[src/rtl/cx_pkg.sv]
package cx_pkg;

    localparam int CX_FETCH_W = 32;
    localparam int CX_HALF_W  = CX_FETCH_W / 2;
    localparam int CX_GRP_W   = 5;

    localparam logic [CX_FETCH_W-1:0] CX_FILLER = 32'hDEADC0DE;

    typedef enum logic [1:0] {
        CX_OK     = 2'b00,
        CX_BRANCH = 2'b01,
        CX_UNDEF  = 2'b10
    } cx_status_e;

    typedef enum logic [1:0] {
        ALU_PLAIN,
        ALU_SHIFT,
        ALU_NEG,
        ALU_MUL
    } cx_alu_style_e;

    typedef struct packed {
        logic [CX_FETCH_W-1:0] word;
        cx_status_e            status;
    } cx_result_t;

    typedef struct packed {
        logic       valid;
        cx_result_t res;
    } cx_out_t;

    localparam cx_out_t CX_OUT_RST = '{valid: 1'b0,
                                       res: '{word: CX_FILLER, status: CX_UNDEF}};

    typedef struct packed {
        logic [CX_FETCH_W-1:0] base;
        cx_alu_style_e         style;
    } cx_alu_entry_t;

endpackage

[src/rtl/cx_lane_pick.sv]
module cx_lane_pick
    import cx_pkg::*;
(
    input  logic [CX_FETCH_W-1:0] fetch_word,
    input  logic                  hi_first,
    output logic [CX_HALF_W-1:0]  cur_hw
);

    always_comb begin
        if (hi_first) begin
            cur_hw = fetch_word[CX_FETCH_W-1:CX_HALF_W];
        end else begin
            cur_hw = fetch_word[CX_HALF_W-1:0];
        end
    end

endmodule

[src/rtl/cx_dp_expand.sv]
module cx_dp_expand
    import cx_pkg::*;
(
    input  logic [CX_HALF_W-1:0] hw,
    output cx_result_t           res
);

    function automatic cx_alu_entry_t alu_entry(input logic [3:0] op);
        cx_alu_entry_t e;
        unique case (op)
            4'h0: e = '{32'hE0100000, ALU_PLAIN};
            4'h1: e = '{32'hE0300000, ALU_PLAIN};
            4'h2: e = '{32'hE1B00010, ALU_SHIFT};
            4'h3: e = '{32'hE1B00030, ALU_SHIFT};
            4'h4: e = '{32'hE1B00050, ALU_SHIFT};
            4'h5: e = '{32'hE0B00000, ALU_PLAIN};
            4'h6: e = '{32'hE0D00000, ALU_PLAIN};
            4'h7: e = '{32'hE1B00070, ALU_SHIFT};
            4'h8: e = '{32'hE1100000, ALU_PLAIN};
            4'h9: e = '{32'hE2700000, ALU_NEG};
            4'hA: e = '{32'hE1500000, ALU_PLAIN};
            4'hB: e = '{32'hE1700000, ALU_PLAIN};
            4'hC: e = '{32'hE1900000, ALU_PLAIN};
            4'hD: e = '{32'hE0100090, ALU_MUL};
            4'hE: e = '{32'hE1D00000, ALU_PLAIN};
            default: e = '{32'hE1F00000, ALU_PLAIN};
        endcase
        return e;
    endfunction

    logic [2:0]    r_lo;
    logic [2:0]    r_mid;
    logic [2:0]    r_hi;
    logic [3:0]    wide_d;
    logic [3:0]    wide_s;
    cx_alu_entry_t alu;

    always_comb begin
        r_lo   = hw[2:0];
        r_mid  = hw[5:3];
        r_hi   = hw[10:8];
        wide_d = {hw[7], hw[2:0]};
        wide_s = {hw[6], hw[5:3]};
        alu    = alu_entry(hw[9:6]);

        res.word   = '0;
        res.status = CX_OK;

        if (hw[15:13] == 3'b000 && hw[12:11] != 2'b11) begin
            // immediate shift
            res.word        = 32'hE1B00000;
            res.word[6:5]   = hw[12:11];
            res.word[11:7]  = hw[10:6];
            res.word[2:0]   = r_mid;
            res.word[14:12] = r_lo;
        end else if (hw[15:11] == 5'd3) begin
            // three-operand add/sub
            unique case (hw[10:9])
                2'd0:    res.word = 32'hE0900000;
                2'd1:    res.word = 32'hE0500000;
                2'd2:    res.word = 32'hE2900000;
                default: res.word = 32'hE2500000;
            endcase
            res.word[2:0]   = hw[8:6];
            res.word[18:16] = r_mid;
            res.word[14:12] = r_lo;
        end else if (hw[15:13] == 3'b001) begin
            // 8-bit immediate forms
            unique case (hw[12:11])
                2'd0:    res.word = 32'hE3B00000;
                2'd1:    res.word = 32'hE3500000;
                2'd2:    res.word = 32'hE2900000;
                default: res.word = 32'hE2500000;
            endcase
            res.word[7:0]   = hw[7:0];
            res.word[18:16] = r_hi;
            res.word[14:12] = r_hi;
        end else if (hw[15:11] == 5'd8 && !hw[10]) begin
            // register ALU
            res.word = alu.base;
            unique case (alu.style)
                ALU_PLAIN: begin
                    res.word[18:16] = r_lo;
                    res.word[14:12] = r_lo;
                    res.word[2:0]   = r_mid;
                end
                ALU_SHIFT: begin
                    res.word[14:12] = r_lo;
                    res.word[2:0]   = r_lo;
                    res.word[10:8]  = r_mid;
                end
                ALU_NEG: begin
                    res.word[14:12] = r_lo;
                    res.word[18:16] = r_mid;
                end
                default: begin
                    res.word[18:16] = r_lo;
                    res.word[10:8]  = r_lo;
                    res.word[2:0]   = r_mid;
                end
            endcase
        end else if (hw[15:11] == 5'd8) begin
            // wide register operations
            unique case (hw[9:6])
                4'h1, 4'h2, 4'h3: res.word = 32'hE0800000;
                4'h5, 4'h6, 4'h7: res.word = 32'hE1500000;
                4'h9, 4'hA, 4'hB: res.word = 32'hE1A00000;
                4'hC, 4'hD:       res.word = 32'hE12FFF10;
                default:          res.status = CX_UNDEF;
            endcase
            if (hw[9:8] == 2'b11) begin
                res.word[3:0] = hw[6:3];
            end else begin
                res.word[19:16] = wide_d;
                res.word[15:12] = wide_d;
                res.word[3:0]   = wide_s;
            end
        end else begin
            res.status = CX_UNDEF;
        end
    end

endmodule

[src/rtl/cx_ls_expand.sv]
module cx_ls_expand
    import cx_pkg::*;
(
    input  logic [CX_HALF_W-1:0] hw,
    output cx_result_t           res
);

    logic [2:0] r_lo;
    logic [2:0] r_mid;
    logic [2:0] r_hi;

    always_comb begin
        r_lo  = hw[2:0];
        r_mid = hw[5:3];
        r_hi  = hw[10:8];

        res.word   = '0;
        res.status = CX_OK;

        casez (hw[15:11])
            5'b01001: begin
                res.word        = 32'hE59F0000;
                res.word[14:12] = r_hi;
                res.word[9:2]   = hw[7:0];
            end
            5'b0101?: begin
                unique case ({hw[9], hw[11:10]})
                    3'b000:  res.word = 32'hE7800000;
                    3'b001:  res.word = 32'hE7C00000;
                    3'b010:  res.word = 32'hE7900000;
                    3'b011:  res.word = 32'hE7D00000;
                    3'b100:  res.word = 32'hE18000B0;
                    3'b101:  res.word = 32'hE19000D0;
                    3'b110:  res.word = 32'hE19000B0;
                    default: res.word = 32'hE19000F0;
                endcase
                res.word[14:12] = r_lo;
                res.word[18:16] = r_mid;
                res.word[2:0]   = hw[8:6];
            end
            5'b011??: begin
                unique case (hw[12:11])
                    2'd0:    res.word = 32'hE5800000;
                    2'd1:    res.word = 32'hE5900000;
                    2'd2:    res.word = 32'hE5C00000;
                    default: res.word = 32'hE5D00000;
                endcase
                res.word[14:12] = r_lo;
                res.word[18:16] = r_mid;
                if (hw[12]) begin
                    res.word[4:0] = hw[10:6];
                end else begin
                    res.word[6:2] = hw[10:6];
                end
            end
            5'b1000?: begin
                res.word        = hw[11] ? 32'hE1D000B0 : 32'hE1C000B0;
                res.word[14:12] = r_lo;
                res.word[18:16] = r_mid;
                res.word[3:1]   = hw[8:6];
                res.word[9:8]   = hw[10:9];
            end
            5'b1001?: begin
                res.word        = hw[11] ? 32'hE59D0000 : 32'hE58D0000;
                res.word[14:12] = r_hi;
                res.word[9:2]   = hw[7:0];
            end
            5'b1010?: begin
                res.word        = hw[11] ? 32'hE28D0F00 : 32'hE28F0F00;
                res.word[14:12] = r_hi;
                res.word[7:0]   = hw[7:0];
            end
            5'b1011?: begin
                if (hw[11:8] == 4'h0) begin
                    res.word      = hw[7] ? 32'hE24DDF00 : 32'hE28DDF00;
                    res.word[6:0] = hw[6:0];
                end else if (hw[11:8] == 4'hE) begin
                    res.status = CX_UNDEF;
                end else begin
                    unique case ({hw[11], hw[8]})
                        2'b00:   res.word = 32'hE92D0000;
                        2'b01:   res.word = 32'hE92D4000;
                        2'b10:   res.word = 32'hE8BD0000;
                        default: res.word = 32'hE8BD8000;
                    endcase
                    res.word[7:0] = hw[7:0];
                end
            end
            5'b1100?: begin
                res.word        = hw[11] ? 32'hE8B00000 : 32'hE8A00000;
                res.word[18:16] = r_hi;
                res.word[7:0]   = hw[7:0];
            end
            default: res.status = CX_UNDEF;
        endcase
    end

endmodule

[src/rtl/cx_ctl_expand.sv]
module cx_ctl_expand
    import cx_pkg::*;
(
    input  logic [CX_HALF_W-1:0] hw,
    output cx_result_t           res
);

    localparam logic [7:0] TRAP_SPECIAL = 8'h18;

    always_comb begin
        res.word   = '0;
        res.status = CX_OK;
        casez (hw[15:11])
            5'b1101?: begin
                if (hw[11:8] == 4'hF) begin
                    res.word = 32'hEF000000;
                    if (hw[7:0] == TRAP_SPECIAL) begin
                        res.word[23:16] = hw[7:0];
                    end else begin
                        res.word[7:0] = hw[7:0];
                    end
                end else if (hw[11:8] == 4'hE) begin
                    res.status = CX_UNDEF;
                end else begin
                    res.status = CX_BRANCH;
                end
            end
            5'b11101: res.status = CX_UNDEF;
            5'b11100,
            5'b1111?: res.status = CX_BRANCH;
            default:  res.status = CX_UNDEF;
        endcase
    end

endmodule

[src/rtl/cx_expand.sv]
module cx_expand
    import cx_pkg::*;
#(
    parameter bit OUT_REG = 1'b1
) (
    input  logic                  clk,
    input  logic                  rst_n,
    input  logic                  in_valid,
    input  logic [CX_FETCH_W-1:0] fetch_word,
    input  logic                  hi_first,
    output logic                  out_valid,
    output logic [CX_FETCH_W-1:0] out_word,
    output logic [1:0]            out_status
);

    localparam logic [CX_GRP_W-1:0] LAST_DP_GRP = 5'd8;
    localparam logic [CX_GRP_W-1:0] LAST_LS_GRP = 5'd25;

    logic [CX_HALF_W-1:0] cur_hw;
    logic [CX_GRP_W-1:0]  grp;
    cx_result_t           dp_res;
    cx_result_t           ls_res;
    cx_result_t           ctl_res;
    cx_result_t           sel_res;

    cx_lane_pick u_pick (
        .fetch_word (fetch_word),
        .hi_first   (hi_first),
        .cur_hw     (cur_hw)
    );

    cx_dp_expand u_dp (
        .hw  (cur_hw),
        .res (dp_res)
    );

    cx_ls_expand u_ls (
        .hw  (cur_hw),
        .res (ls_res)
    );

    cx_ctl_expand u_ctl (
        .hw  (cur_hw),
        .res (ctl_res)
    );

    always_comb begin
        grp = cur_hw[CX_HALF_W-1 -: CX_GRP_W];
        if (grp <= LAST_DP_GRP) begin
            sel_res = dp_res;
        end else if (grp <= LAST_LS_GRP) begin
            sel_res = ls_res;
        end else begin
            sel_res = ctl_res;
        end
        if (sel_res.status != CX_OK) begin
            sel_res.word = CX_FILLER;
        end
    end

    generate
        if (OUT_REG) begin : g_reg
            cx_out_t out_d;
            cx_out_t out_q;

            always_comb begin
                out_d       = out_q;
                out_d.valid = in_valid;
                if (in_valid) begin
                    out_d.res = sel_res;
                end
            end

            always_ff @(posedge clk or negedge rst_n) begin
                if (!rst_n) begin
                    out_q <= CX_OUT_RST;
                end else begin
                    out_q <= out_d;
                end
            end

            assign out_valid  = out_q.valid;
            assign out_word   = out_q.res.word;
            assign out_status = out_q.res.status;
        end else begin : g_comb
            assign out_valid  = in_valid;
            assign out_word   = sel_res.word;
            assign out_status = sel_res.status;
        end
    endgenerate

endmodule

[config.mk]
export PLATFORM = sky130hd
export DESIGN_NAME = cx_expand
export DESIGN_NICKNAME = d
export VERILOG_FILES = /design/src/rtl/cx_pkg.sv /design/src/rtl/cx_lane_pick.sv /design/src/rtl/cx_dp_expand.sv /design/src/rtl/cx_ls_expand.sv /design/src/rtl/cx_ctl_expand.sv /design/src/rtl/cx_expand.sv
export SDC_FILE = /design/constraint.sdc
export NUM_CORES = 1
export LEC_CHECK = 0
export ABC_AREA = 0
export BUFFER_PORTS_ARGS = -buffer_cell sky130_fd_sc_hd__buf_2
export CAP_MARGIN = 10
export CORE_ASPECT_RATIO = 0.9
export CORE_MARGIN = 4
export CORE_UTILIZATION = 40
export DETAILED_ROUTE_END_ITERATION = 6
export GPL_TIMING_DRIVEN = 0
export PLACE_DENSITY = 0.7
export SKIP_LAST_GASP = 1
export SLEW_MARGIN = 30
export SYNTH_ARGS = -nofsm -noshare
export SYNTH_HDL_FRONTEND = slang
export SYNTH_SLANG_ARGS = --single-unit
[constraint.sdc]
create_clock -name clk -period 0.8 [get_ports clk]
set_input_delay 0.12 -clock clk [delete_from_list [all_inputs] [get_ports clk]]
set_output_delay 0.12 -clock clk [all_outputs]
set_load 0.005 [all_outputs]
==> impl_metrics.csv, run 1 <==
group,metric,value,unit
run_status,outcome,"finished, violations left",
run_status,violated_checks,"hold timing, setup timing",
cells_and_area,final_cell_area,5470,sq um
critical_path,endpoint_kind,"flip-flop",
floorplan,placementRows,32,
timing,worst_pin_slew,883,ps
synth,synth-edff-count,0,
critical_path,arrival,2780,ps
timing,worst_clock_skew,0,ps
power,net_switching_power,3.11,mW
grt,grt_start_max_net_pins,35,
synth,syn_area,3510,sq um
synth,yosys.area.top_type_share,14.2,%
cells_and_area,drive_gt1_share,49.9,%
cells_and_area,design.final.nets,610,
clocking,hold_buffers,1,
floorplan,floorplan.initialDensity,40.9,%
synth,netlist_top_cells_area,"dfstp_2 (14%), dfrtp_1 (11%), a21oi_1 (5.1%), nor2_1 (4.3%), mux2_2 (4.2%)",
floorplan,chipWidth,107,um
power,share_clk_of_total_power,23.5,%
synth,synth_cell_types,71,
grt,groute.usage.overall,34.3,%
power,peakVddDrop,0.00142,V
clocking,clk_latency,290,ps
grt,gr-total-overflow,0,
synth,synth_ff_type,"dfstp_2",
critical_path,worst-r2r-cell-count,3,
clocking,clkSlewWorstSetupHoldPaths,70,ps
timing,setup_violations,67,
place,area_post_placement,4290,sq um
synth,synth_fp_nets,479,
job,cap_violations,0,
cells_and_area,area_delta_synth_final,56.0,%
clocking,clock_root_buffer,"clkbuf_8",
clocking,largest_buffer_count_on_any_clock_path,2,
routing,first_pass_detailed_route_iteration_total,6,
synth,synth_sequential_area_ratio,24.9,%
critical_path,critPathMaxStageDelay,300,ps
power,p_int,5.21,mW
synth,yosys_warnings,0,
synth,synth_seq_cells,34,
critical_path,max_fanout_on_critical_path,4,
floorplan,die_area,10300,sq um
timing,hold_slack,-119,ps
power,p_comb_share,48.8,%
timing,period_share,331,%
floorplan,die-height,96.8,um
place,post-place-ws,-2610,ps
timing,post_route_minimum_period,2650,ps
routing,ant_nets,0,
critical_path,timing_worst_setup_path_type,"input port to flip-flop",
timing,hold_violations,15,
routing,number_of_drc_markers_in_iteration_0,573,
critical_path,timing.critical_path.cells,"buf_6 -> buf_8 -> buf_8 -> buf_12 -> mux2i_4 -> buf_6 -> ha_4 -> mux2i_4 -> a2bb2oi_4 -> inv_2 -> ha_4 -> buf_4 -> buf_12 -> a41oi_4 -> o221ai_2 -> a221oi_2 -> o32ai_2",
clocking,cts_buffers,5,
synth,syn_area_per_cell,8.10,sq um
power,cellLeakagePower,2.18,nW
synth,library_cell_with_the_largest_summed_area_after_synthesis,"dfstp_2",
power,seq_power_share,27.7,%
critical_path,cp_slowest_cell,"a221oi_2",
critical_path,start_kind,"input port",
grt,grt_antenna_before_repair,0,
routing,via_count_of_the_routed_design,4697,
place,dp_hpwl,12800,um
synth,gate_count_after_technology_mapping,433,
clocking,cts_tree,"built",
cells_and_area,antenna-diode-count,0,
place,gp_congestion,1.04,
power,cellPowerDensity,1520,nW/um^2
synth,async_reset_ff_share,100,%
floorplan,fp.coreArea,8570,sq um
critical_path,worst_ep_required_time,930,ps
clocking,cts_htree_levels,2,
place,io_buffers,69,
timing,max_slew_margin,41.1,%
routing,mean_number_of_vias_per_cell,6.87,
routing,wirelength,18100,um
routing,drc,0,
cells_and_area,instances_no_fill,684,
place,numPlacedInstances,621,
timing,rsz0062_at_grt,"true",
timing,final.setup.worst_slack,-1850,ps
power,power_switching_share,37.4,%
grt,wire_length_of_the_first_global_routing_pass,27000,um
worst_hold_path,timing.hold.worst.class,"input port to async pin",
timing,setup_tns,-56000,ps
grt,grt_pass1_vias,4496,
timing,max_clock_freq,378,MHz
clocking,clkSinkCount,34,
timing,timing.final.max_slew_violations,0,
routing,wl_per_cell,26.5,um
floorplan,num_io_pins,71,
==> path summary, 6_finish.rpt <==
path / startpoint / end / slack [ps]
min: rst_n / out_status[0] / -120
max: hi_first / out_word[0] / -1850
min in group clk: in_valid / out_word[7] / 420
min reg2reg: out_status[1] / out_status[1] / 490
max reg2reg: out_word[25] / out_word[25] / -70
max in group asynchronous: rst_n / out_word[0] / 440
==> layer usage <==
layer | global-route usage, % | vias up | part of all wire (%)
met5 | 0 | - | 0
li1 | - | 1980 | -
met2 | 51.8 | 356 | 44
met3 | 9.01 | 97 | 11
met1 | 45.7 | 2264 | 39
met4 | 15.3 | 0 | 5.5
==> sequential cells by signal, indices dropped and copies added, names as in the netlist <==
signal and cells:
out_word 31, out_valid 1, out_status 2
==> placed cells by master (no fill, tap or decap), types with 10 or more instances in the layout <==
cell type	instances
o21ai_0	21
dfrtp_1	15
mux2_2	12
inv_1	11
nor2_1	36
nand3_1	10
buf_6	24
dfstp_2	19
a31oi_1	11
buf_2	65
buf_4	44
a21oi_1	30
nand2_1	25
==> final cells by class <==
type,count,area (sq um)
tap,119,149
inverter,14,67.6
buffer,30,253
sequential,34,875
timing repair buffer,124,888
fill,734,3100
clock buffer,5,68.8
multi-input combinational,355,3100
clock inverter,3,68.8
==> cell families after synthesis <==
logic type	share of synthesized area, %
compound gates	35.9
simple gates	20.3
buf+inv	5.89
flops	24.9
mux	9.35
fa+ha+maj	3.57
==> repair_timing <==
| item | 4_1_cts | 5_1_grt |
|---|---|---|
| cloned | 2 | 1 |
| endpoints found under the hold margin | 16 | 15 |
| gates resized for setup | 81 | 53 |
| endpoints found under the setup margin | 67 | 67 |
| pin swaps | 22 | 28 |
| buffers inserted | 39 | 14 |
==> worst max-delay path: cells and delay by family <==
kind                     cells  cell delay (ps)
buffers and inverters        8              930
multiplexers                 2              390
adder cells (fa/ha/maj)      2              450
AO/OA/AOI/OAI                5              880
==> metrics by stage <==
stage | util [%] | power (mW)
6_report | 63.8 | 8.31
5_1_grt | 63.8 | 8.63
4_1_cts | 60.2 | 7.86
3_5_place_dp | 50.0 | 5.18
3_3_place_gp | 50.0 | 5.16
2_1_floorplan | - | 4.05
==> power groups by stage <==
stage          logic [mW]  clock network, mW  registers (mW)
4_1_cts              3.62               1.97            2.28
6_report             4.06               1.95            2.30
2_1_floorplan        1.73                  0            2.32
3_3_place_gp         2.87                  0            2.29
5_1_grt              4.26               2.04            2.33
3_5_place_dp         2.88                  0            2.30
==> cells in the mapped netlist (all sizes together) (3+ instances only) <==
cell / instances
a2111oi: 5
a211o: 3
a211oi: 6
a21boi: 3
a21o: 3
a21oi: 36
a221o: 7
a221oi: 10
a222oi: 4
a31oi: 14
a32o: 5
a41oi: 4
and2: 5
buf: 16
clkbuf: 14
dfrtp: 15
dfstp: 19
ha: 10
inv: 13
mux2: 14
mux2i: 14
nand2: 31
nand2b: 4
nand3: 11
nand3b: 8
nand4: 4
nor2: 40
nor2b: 8
nor3: 12
nor4: 4
o211ai: 5
o21ai: 32
o221ai: 4
o22ai: 6
o2bb2ai: 4
o32ai: 7
or3: 3
Note: power is estimated with default switching activity, not from simulation.
==> run 2, diff against run 1 <==
Settings changed: ABC_AREA 0 to 1, CTS_CLUSTER_DIAMETER from default to 30, PLACE_DENSITY 0.7 to 0.69.
==> impl_metrics.csv, run 2 <==
group,metric,value,unit
run_status,outcome,"finished, violations left",
run_status,violated_checks,"DRC, hold timing, setup timing",
timing,worst_clock_skew,0,ps
power,peakVddDrop,0.000827,V
critical_path,worst_path_most_repeated_cell,"nand2_1",
routing,via_count_of_the_routed_design,5061,
timing,max_slew_margin,49.3,%
critical_path,start_kind,"input port",
critical_path,arrival,2320,ps
routing,first_pass_detailed_route_iteration_total,7,
timing,setup_violations,67,
routing,wirelength,17600,um
synth,synth_seq_cells,34,
grt,gr-total-overflow,0,
cells_and_area,multi_input_comb_area,3060,sq um
cells_and_area,final_cell_mix,"nand2_1 (192), nor2_1 (69), buf_2 (63)",
timing,hold_slack,-93.3,ps
floorplan,placementRows,33,
timing,rsz0062_at_grt,"true",
clocking,cts_buffers,5,
synth,syn_area_per_cell,5.89,sq um
grt,grt_pass1_vias,4870,
cells_and_area,drive_gt1_share,42.4,%
timing,final.setup.worst_slack,-1290,ps
clocking,cts_tree,"built",
timing,timing.final.max_slew_violations,0,
synth,synth_sequential_area_ratio,23.4,%
cells_and_area,instances_no_fill,908,
synth,synth_ff_type,"dfstp_2",
cells_and_area,seqCellArea,875,sq um
critical_path,max_fanout_on_critical_path,6,
critical_path,critPathMaxStageDelay,310,ps
critical_path,worst_ep_required_time,1030,ps
critical_path,worst-r2r-cell-count,3,
synth,library_cell_with_the_largest_summed_area_after_synthesis,"nand2_1",
critical_path,cp-endpoint,"out_word[0]",
floorplan,die-height,99.7,um
synth,gate_count_after_technology_mapping,634,
timing,worst_pin_slew,760,ps
cells_and_area,final_core_utilization,62.5,%
routing,mean_number_of_vias_per_cell,5.57,
critical_path,r2r_setup_slack,-20,ps
cells_and_area,area_delta_synth_final,52.6,%
synth,post_synth_most_frequent_cells,"nand2_1 (217), nor2_1 (89), inv_1 (54)",
routing,wl_per_cell,19.4,um
timing,period_share,261,%
critical_path,timing.critical_path.cells,"buf_8 -> buf_8 -> buf_8 -> nand2_4 -> o21ai_4 -> buf_6 -> ha_4 -> nand3_4 -> o21ai_4 -> inv_2 -> ha_4 -> buf_4 -> nand2_2 -> o21ai_2 -> nand2_1 -> nand3_2 -> nand2_1 -> nand2_1 -> nand2_1 -> nand2_1",
routing,ant_nets,0,
power,cellPowerDensity,1310,nW/um^2
routing,drc,1,
job,cap_violations,0,
floorplan,fp.coreArea,9130,sq um
clocking,clkSlewWorstSetupHoldPaths,70,ps
critical_path,timing_worst_setup_path_type,"input port to flip-flop",
place,io_buffers,70,
place,gp_congestion,1.01,
critical_path,reg_to_reg_critical_path_startpoint,"out_word[21]",
clocking,cts_htree_levels,2,
power,cellLeakagePower,2.83,nW
cells_and_area,layout.filler_cells,866,
timing,hold_violations,15,
place,dp_hpwl,12200,um
synth,yosys_warnings,0,
synth,synth_fp_nets,680,
synth,syn_area,3740,sq um
critical_path,crit_path_start,"hi_first",
synth,synth_cell_types,42,
cells_and_area,largest_reg_flops,31,
cells_and_area,final_cell_area,5700,sq um
grt,grt_start_max_net_pins,35,
critical_path,r2r-end,"out_word[21]",
synth,async_reset_ff_share,100,%
synth,synth-edff-count,0,
routing,number_of_drc_markers_in_iteration_0,503,
timing,max_clock_freq,479,MHz
floorplan,floorplan.initialDensity,41.0,%
synth,most_common_cell_in_the_netlist,"nand2_1",
place,area_post_placement,4320,sq um
grt,groute.usage.overall,31.9,%
clocking,largest_buffer_count_on_any_clock_path,2,
clocking,clkSinkCount,34,
grt,wire_length_of_the_first_global_routing_pass,26400,um
timing,post_route_minimum_period,2090,ps
worst_hold_path,timing.hold.worst.class,"input port to async pin",
grt,grt_antenna_before_repair,0,
critical_path,endpoint_kind,"flip-flop",
floorplan,num_io_pins,71,
floorplan,chipWidth,110,um
cells_and_area,mostFrequentLayoutCell,"nand2_1",
clocking,clk_latency,280,ps
clocking,hold_buffers,1,
cells_and_area,antenna-diode-count,0,
cells_and_area,design.final.nets,831,
critical_path,cp_slowest_cell,"ha_4",
clocking,clock_root_buffer,"clkbuf_8",
synth,netlist_top_cells_area,"nand2_1 (22%), dfstp_2 (13%), dfrtp_1 (10%), nor2_1 (8.9%), nand3_1 (7.0%)",
floorplan,die_area,11000,sq um
place,numPlacedInstances,826,
synth,yosys.area.top_type_share,21.8,%
run 2: area by class of cell:
cell class / instances / share of cell area, %
plain buffers: 20 / 2.94
clock buffers: 7 / 1.51
clock inverters: 1 / 0.0877
inverters: 64 / 4.80
multi-input cells: 516 / 53.6
flip-flops and latches: 34 / 15.3
well taps: 122 / 2.68
repair buffers: 144 / 19.1
run 2: logic make-up after synthesis:
kind of cell | Yosys count | share of synthesized area, %
buf+inv | 84 | 9.88
simple gates | 407 | 48.0
flops | 34 | 23.4
fa+ha+maj | 10 | 3.35
compound gates | 99 | 15.3
run 2: power by group:
part | switching, mW | total, mW | internal [mW]
clock | 0.655 | 1.35 | 0.695
sequential | 0.151 | 2.27 | 2.12
combinational | 2.25 | 3.87 | 1.61
run 2: worst min path at each step:
stage / startpoint / endpoint / depth (start not counted)
floorplan: rst_n / out_status[0] / 0
global placement: rst_n / out_valid / 1
detailed placement: rst_n / out_valid / 1
CTS: rst_n / out_word[29] / 1
global route: rst_n / out_word[29] / 1
finish: rst_n / out_word[20] / 1
run 2: through the flow:
step | total power [mW] | hold slack, ps | setup TNS (ps) | worst slack (ps)
3_3_place_gp | 4.95 | 192 | -55060 | -2130
4_1_cts | 7.07 | -84.1 | -38860 | -1230
5_1_grt | 7.92 | -45.8 | -43940 | -1390
3_5_place_dp | 4.96 | 230 | -55430 | -2170
6_report | 7.48 | -93.3 | -40680 | -1290
2_1_floorplan | 3.94 | -176 | -33350 | -1400
run 2: routing by layer:
metal	vias to the layer above	track usage, %	share of wire, %
li1	2350	-	-
met5	-	0	0
met4	0	11.4	4.2
met1	2319	43.7	40
met3	63	5.78	10
met2	329	50.0	45
run 2: worst max-delay path: cells and delay by family:
kind                     cells  cell delay (ps)
adder cells (fa/ha/maj)      2              590
buffers and inverters        6              680
AND/OR/NAND/NOR              9              630
AO/OA/AOI/OAI                3              290
run 2: repair_timing:
action / CTS / global route
setup endpoints to repair: 67 / 67
setup buffers: 53 / 18
pin swaps: 46 / 38
resized for setup: 133 / 43
endpoints found under the hold margin: 16 / 15
cloned: 3 / 0
